<file path="src/rtl/scsi_ini_regfile.sv">
`timescale 1ns/1ps
module scsi_ini_regfile (
  input  logic       clk,
  input  logic       rst,
  input  logic [2:0] cpu_addr,
  input  logic       cpu_we,
  input  logic [7:0] cpu_wdata,
  output logic [7:0] cpu_rdata,
  input  logic [7:0] bus_data_in,
  input  logic       bus_rst_in,
  input  logic       bus_bsy_in,
  input  logic       bus_req_in,
  input  logic       bus_msg_in,
  input  logic       bus_cd_in,
  input  logic       bus_io_in,
  input  logic       bus_sel_in,
  input  logic       bus_atn_in,
  input  logic       bus_ack_in,
  input  logic       arb_busy_in,
  input  logic       arb_lost_in,
  input  logic       drq_set_in,
  input  logic       drq_clr_in,
  output logic       drv_rst,
  output logic       drv_ack,
  output logic       drv_bsy,
  output logic       drv_sel,
  output logic       drv_atn,
  output logic       drv_data_en,
  output logic [7:0] drv_data,
  output logic [7:0] mode_out,
  output logic       drq,
  output logic       dma_send_go,
  output logic       dma_trecv_go,
  output logic       dma_irecv_go
);

  logic [7:0] out_q, icmd_q, mode_q, tcmd_q;
  logic       eod_q, drq_q;
  logic       send_q, trecv_q, irecv_q;

  logic [7:0] wr_sel;
  assign wr_sel = cpu_we ? (8'd1 << cpu_addr) : 8'd0;

  logic phase_ok, link_lost;
  assign phase_ok  = ({bus_msg_in, bus_cd_in, bus_io_in} == tcmd_q[2:0]);
  assign link_lost = mode_q[1] & (~bus_bsy_in | ~phase_ok);

  logic [7:0] mode_nxt;
  assign mode_nxt = wr_sel[2] ? cpu_wdata : mode_q;

  always_ff @(posedge clk) begin
    if (rst) begin
      out_q   <= 8'h00;
      icmd_q  <= 8'h00;
      mode_q  <= 8'h00;
      tcmd_q  <= 8'h00;
      eod_q   <= 1'b0;
      drq_q   <= 1'b0;
      send_q  <= 1'b0;
      trecv_q <= 1'b0;
      irecv_q <= 1'b0;
    end else begin
      if (wr_sel[0]) out_q  <= cpu_wdata;
      if (wr_sel[1]) icmd_q <= cpu_wdata & 8'h9F;
      if (wr_sel[3]) tcmd_q <= cpu_wdata;
      mode_q <= link_lost ? (mode_nxt & 8'hFD) : mode_nxt;
      if (link_lost)      eod_q <= 1'b1;
      else if (wr_sel[2]) eod_q <= 1'b0;
      if (link_lost || drq_clr_in)     drq_q <= 1'b0;
      else if (drq_set_in || wr_sel[5]) drq_q <= 1'b1;
      send_q  <= wr_sel[5];
      trecv_q <= wr_sel[6];
      irecv_q <= wr_sel[7];
    end
  end

  assign drv_rst      = icmd_q[7];
  assign drv_ack      = icmd_q[4];
  assign drv_bsy      = icmd_q[3];
  assign drv_sel      = icmd_q[2];
  assign drv_atn      = icmd_q[1];
  assign drv_data_en  = icmd_q[0];
  assign drv_data     = icmd_q[0] ? out_q : 8'h00;
  assign mode_out     = mode_q;
  assign drq          = drq_q;
  assign dma_send_go  = send_q;
  assign dma_trecv_go = trecv_q;
  assign dma_irecv_go = irecv_q;

  always_comb begin
    case (cpu_addr)
      3'd0: cpu_rdata = bus_data_in;
      3'd1: cpu_rdata = icmd_q | {1'b0, arb_busy_in, arb_lost_in, 5'b0};
      3'd2: cpu_rdata = mode_q;
      3'd3: cpu_rdata = tcmd_q;
      3'd4: cpu_rdata = {bus_rst_in, bus_bsy_in, bus_req_in, bus_msg_in,
                         bus_cd_in, bus_io_in, bus_sel_in, 1'b0};
      3'd5: cpu_rdata = {eod_q, drq_q, 2'b00, phase_ok, 1'b0, bus_atn_in, bus_ack_in};
      default: cpu_rdata = 8'h00;
    endcase
  end

  AST_ICMD_DRIVE: assert property (@(posedge clk) disable iff (rst)
    (cpu_we && cpu_addr == 3'd1) |=> (drv_bsy == $past(cpu_wdata[3]) && drv_data_en == $past(cpu_wdata[0])));
  AST_DMA_END: assert property (@(posedge clk) disable iff (rst)
    (mode_out[1] && (!bus_bsy_in || !phase_ok)) |=> (!mode_out[1] && !drq && cpu_rdata_eod_chk));
  AST_DRQ_CLR: assert property (@(posedge clk) disable iff (rst)
    drq_clr_in |=> !drq);
  AST_GO_ONEHOT: assert property (@(posedge clk) disable iff (rst)
    $onehot0({dma_send_go, dma_trecv_go, dma_irecv_go}));
  AST_RSV_WRITE: assert property (@(posedge clk) disable iff (rst)
    (cpu_we && cpu_addr == 3'd4) |=> $stable({drv_rst, drv_ack, drv_bsy, drv_sel, drv_atn, drv_data_en, drv_data}));

  logic cpu_rdata_eod_chk;
  assign cpu_rdata_eod_chk = eod_q;

endmodule

</file>
<file path="config.mk">
export PLATFORM = sky130hd
export DESIGN_NAME = scsi_ini_regfile
export DESIGN_NICKNAME = d
export VERILOG_FILES = /design/src/rtl/scsi_ini_regfile.sv
export SDC_FILE = /design/constraint.sdc
export NUM_CORES = 1
export LEC_CHECK = 0
export CAP_MARGIN = 5
export CORE_UTILIZATION = 39
export CTS_CLUSTER_DIAMETER = 50
export DETAILED_ROUTE_END_ITERATION = 10
export PLACE_DENSITY_LB_ADDON = 0.12
export SYNTH_ARGS = -nofsm -noshare
export SYNTH_HDL_FRONTEND = slang
export SYNTH_SLANG_ARGS = --single-unit
</file>
<file path="constraint.sdc">
create_clock -name clk -period 1.2 [get_ports clk]
set_input_delay 0.12 -clock clk [delete_from_list [all_inputs] [get_ports clk]]
set_output_delay 0.12 -clock clk [all_outputs]
set_load 0.02 [all_outputs]
</file>
==> flow_summary.ini <==
[route]
dr_total_vias = 1965
detail_route.wirelength_mm = 6.37
postRouteAntennaNets = 0
drt_first_pass_iters = 4
detail_route.iter0.violations = 134
drcViolationCount = 0
wl_per_cell_um = 17.1
via_per_inst = 5.27

[yosys]
synth_top_cells_by_area = dfxtp_1 39%, mux2i_1 11%, nand2_1 7.9%, a21oi_1 4.5%, mux2_2 3.1%
yosys.area.top_type_share_pct = 39.0
netlist.top_cell.by_area = dfxtp_1
synth_top_flop_cell = dfxtp_1
asyncSetResetFlopFracSynth_pct = 0
per_instance_average_area_after_synthesis_um2 = 9.27
synth-warning-count = 0
postSynthRegisterBits = 35
synth_sequential_area_ratio_pct = 39.0
synth_fp_nets = 229
synthDistinctLibCells = 41
synth.cell_area_um2 = 1800
synth_edf_count = 0
syn_inst = 194

[timing]
grt_setup_unrepaired = yes
timing_max_transition_violations_final = 0
worst_slew_margin_rel_pct = 82.5
worst_slack_ns = -0.411
layout_worst_path_cycle_share_pct = 134
max_freq_ghz = 0.621
whs_ns = 0.274
hold_viol = 0
setup_viol = 11
tightest_slew_ns = 0.256
final.setup_skew_ns = 0.00825
period_minus_slack_ns = 1.61

[cts]
cts.reportedPaths.clkPinSlew_ns = 0.08
max-clock-path-buffers = 2
cts-buffers-inserted = 5
clock_tree_from_tritoncts = done
clock_insertion_delay_worst_skew_ns = 0.30
clkSinkCount = 35
clock_tree.htree_level_count = 2
cts.root.buffer_cell = clkbuf_8

[critical_path]
critical_path.top_delay_family = multiplexers
cp-start-kind = register
r2r_endpoint = cpu_rdata_eod_chk
setup.worst_path.class = register to primary output
depth_of_the_most_critical_reg_to_reg_path = 5
r2r-start = tcmd_q[2]
cp_cell_sequence = mux4_2 > a32o_2 > buf_6
path_depth = 3
critical_path.max_fanout = 3
cp.buffers_inverters = 1
master_of_the_slowest_instance_on_the_critical_path = mux4_2
cp_slowest_stage_delay_ns = 0.46
timing.reg2reg.setup_slack_ns = -0.08
cp_data_required_time_ns = 1.08
worst_setup_path_end_kind = primary output
worst_setup_path_startpoint = tcmd_q[0]
worst_ep_arrival_time_ns = 1.49
critical_path.endpoint = cpu_rdata[0]

[worst_hold_path]
worst_hold_path_type = primary input to register

[die]
design.die.area_um2 = 4890
die_w_um = 69.9
std_cell_rows = 24
pin_count = 69
floorplan_die_height_um = 69.9
starting_density_of_the_core_pct = 41.0
core_um2 = 4380

[global_route]
grt_start_max_net_pins = 24
wire_length_of_the_first_global_routing_pass_mm = 10.2
grt_antenna_before_repair = 0
grt.overflow.total = 0
via_count_of_the_first_global_routing_pass = 2101
groute.usage.overall_pct = 27.1

[power_and_ir_drop]
power_leakage_nw = 1.42
max-vdd-ir-drop_v = 0.00101
power.density_cell_area_nw_per_um2 = 924

[final_layout]
layout.cells.non_filler = 373
areaGrowthSynthToFinish_pct = 81.0
drive_gt1_share_pct = 46.7
finalInstanceArea_um2 = 3250
finish.net_count = 355
antenna-diode-count = 0

[flow_run]
max-cap-violations = 0

[place]
hpwlAfterDp_mm = 4.17
gpl.final_weighted_congestion = 0.837
numPlacedInstances = 351
placedInstanceArea_um2 = 2880
port_buffers = 68
detailedPlace.worstSlack_ns = -0.995

[outcome]
result_of_the_run = complete, but fails checks
failed_checks = setup timing
==> Yosys cell counts, types with 3 or more instances <==
library cell  count
a21oi_1          16
a22oi_1           3
and2_1            8
buf_4             3
buf_6             3
clkbuf_1          5
dfxtp_1          35
inv_1             3
mux2_2            5
mux2i_1          19
nand2_1          38
nor2_1           15
o22ai_1           3
xnor2_1           3
==> worst reg2reg max path, cell delays in order (launching register included) <==
cell and delay [ns]:
dfxtp_2 0.34, xnor2_2 0.16, buf_4 0.14, nand4_1 0.15, buf_4 0.19, a31o_4 0.20
==> cells in the final DEF, fill, tap and decap left out, types with 4 or more instances in the layout <==
cell type	n
buf_2	6
mux4_2	4
mux2i_1	19
clkbuf_8	6
buf_6	19
a21oi_1	15
buf_4	54
clkbuf_2	8
dfxtp_2	11
clkdlybuf4s50_1	28
buf_8	5
dlygate4sd2_1	5
clkdlybuf4s15_1	5
dfxtp_1	24
nor2_1	14
and2_1	8
nand2_1	35
==> registers in the layout, summed over array words and instances (netlist names) <==
register,count
mode_out,8
out_q,8
tcmd_q,8
icmd_q,6
cpu_rdata_eod_chk,1
dma_irecv_go,1
dma_send_go,1
dma_trecv_go,1
drq,1
==> through the flow <==
step           TNS [ns]  utilization (%)  total power, W
6_report          -2.53             74.2         0.00301
5_1_grt           -3.09             74.2         0.00311
4_1_cts           -3.10             73.5         0.00299
3_5_place_dp     -29.05             65.8         0.00180
3_3_place_gp     -28.64             65.8         0.00180
2_1_floorplan   -0.0407                -         0.00148
==> how the worst min path moves through the flow <==
stage	from	to	slack, ns	cells after the start
floorplan	drq_clr_in	drq	0.20	1
global placement	tcmd_q[3]	tcmd_q[3]	0.44	2
detailed placement	out_q[2]	out_q[2]	0.45	2
CTS	cpu_addr[1]	dma_trecv_go	0.28	4
global route	cpu_addr[1]	dma_trecv_go	0.29	4
finish	cpu_addr[1]	dma_trecv_go	0.27	4
==> metal layers <==
metal	GRT usage (%)	vias up	part of all wire, %	wire length, µm
met2	46.9	81	48	3030
met3	6.20	21	6.6	423
li1	-	940	-	-
met1	31.6	923	42	2700
met5	0	-	0	0
met4	12.4	0	3.2	205
==> cells by family after synthesis <==
logic type / Yosys count / share of synthesized area (%)
multiplexers: 28 / 19.1
XOR/XNOR: 3 / 1.46
AO/OA/AOI/OAI: 33 / 12.0
AND/OR/NAND/NOR: 77 / 22.1
flip-flops: 35 / 39.0
buffers and inverters: 18 / 6.40
==> power by group <==
group	leakage, nW	switching, W	internal (W)
clock	0.0612	0.000446	0.000672
combinational	1.07	0.000298	0.000388
sequential	0.289	0.0000153	0.00119
total	1.42	0.000759	0.00225
==> area by class of cell <==
class	instances	area, µm²
Tap cell	52	65.1
Multi-Input combinational cell	141	1130
Sequential cell	35	714
Fill cell	333	1130
Inverter	3	11.3
Clock buffer	6	82.6
Clock inverter	2	35.0
Timing Repair Buffer	134	1210
==> what timing repair did <==
action / 4_1_cts / 5_1_grt
endpoints found under the setup margin: 66 / 47
hold buffers: 0 / 0
gates cloned: 3 / 1
pin swaps: 18 / 9
endpoints found under the hold margin: 0 / 0
buffers inserted: 10 / 2
gates resized for setup: 164 / 39
Note: power is estimated with default switching activity, not from simulation.
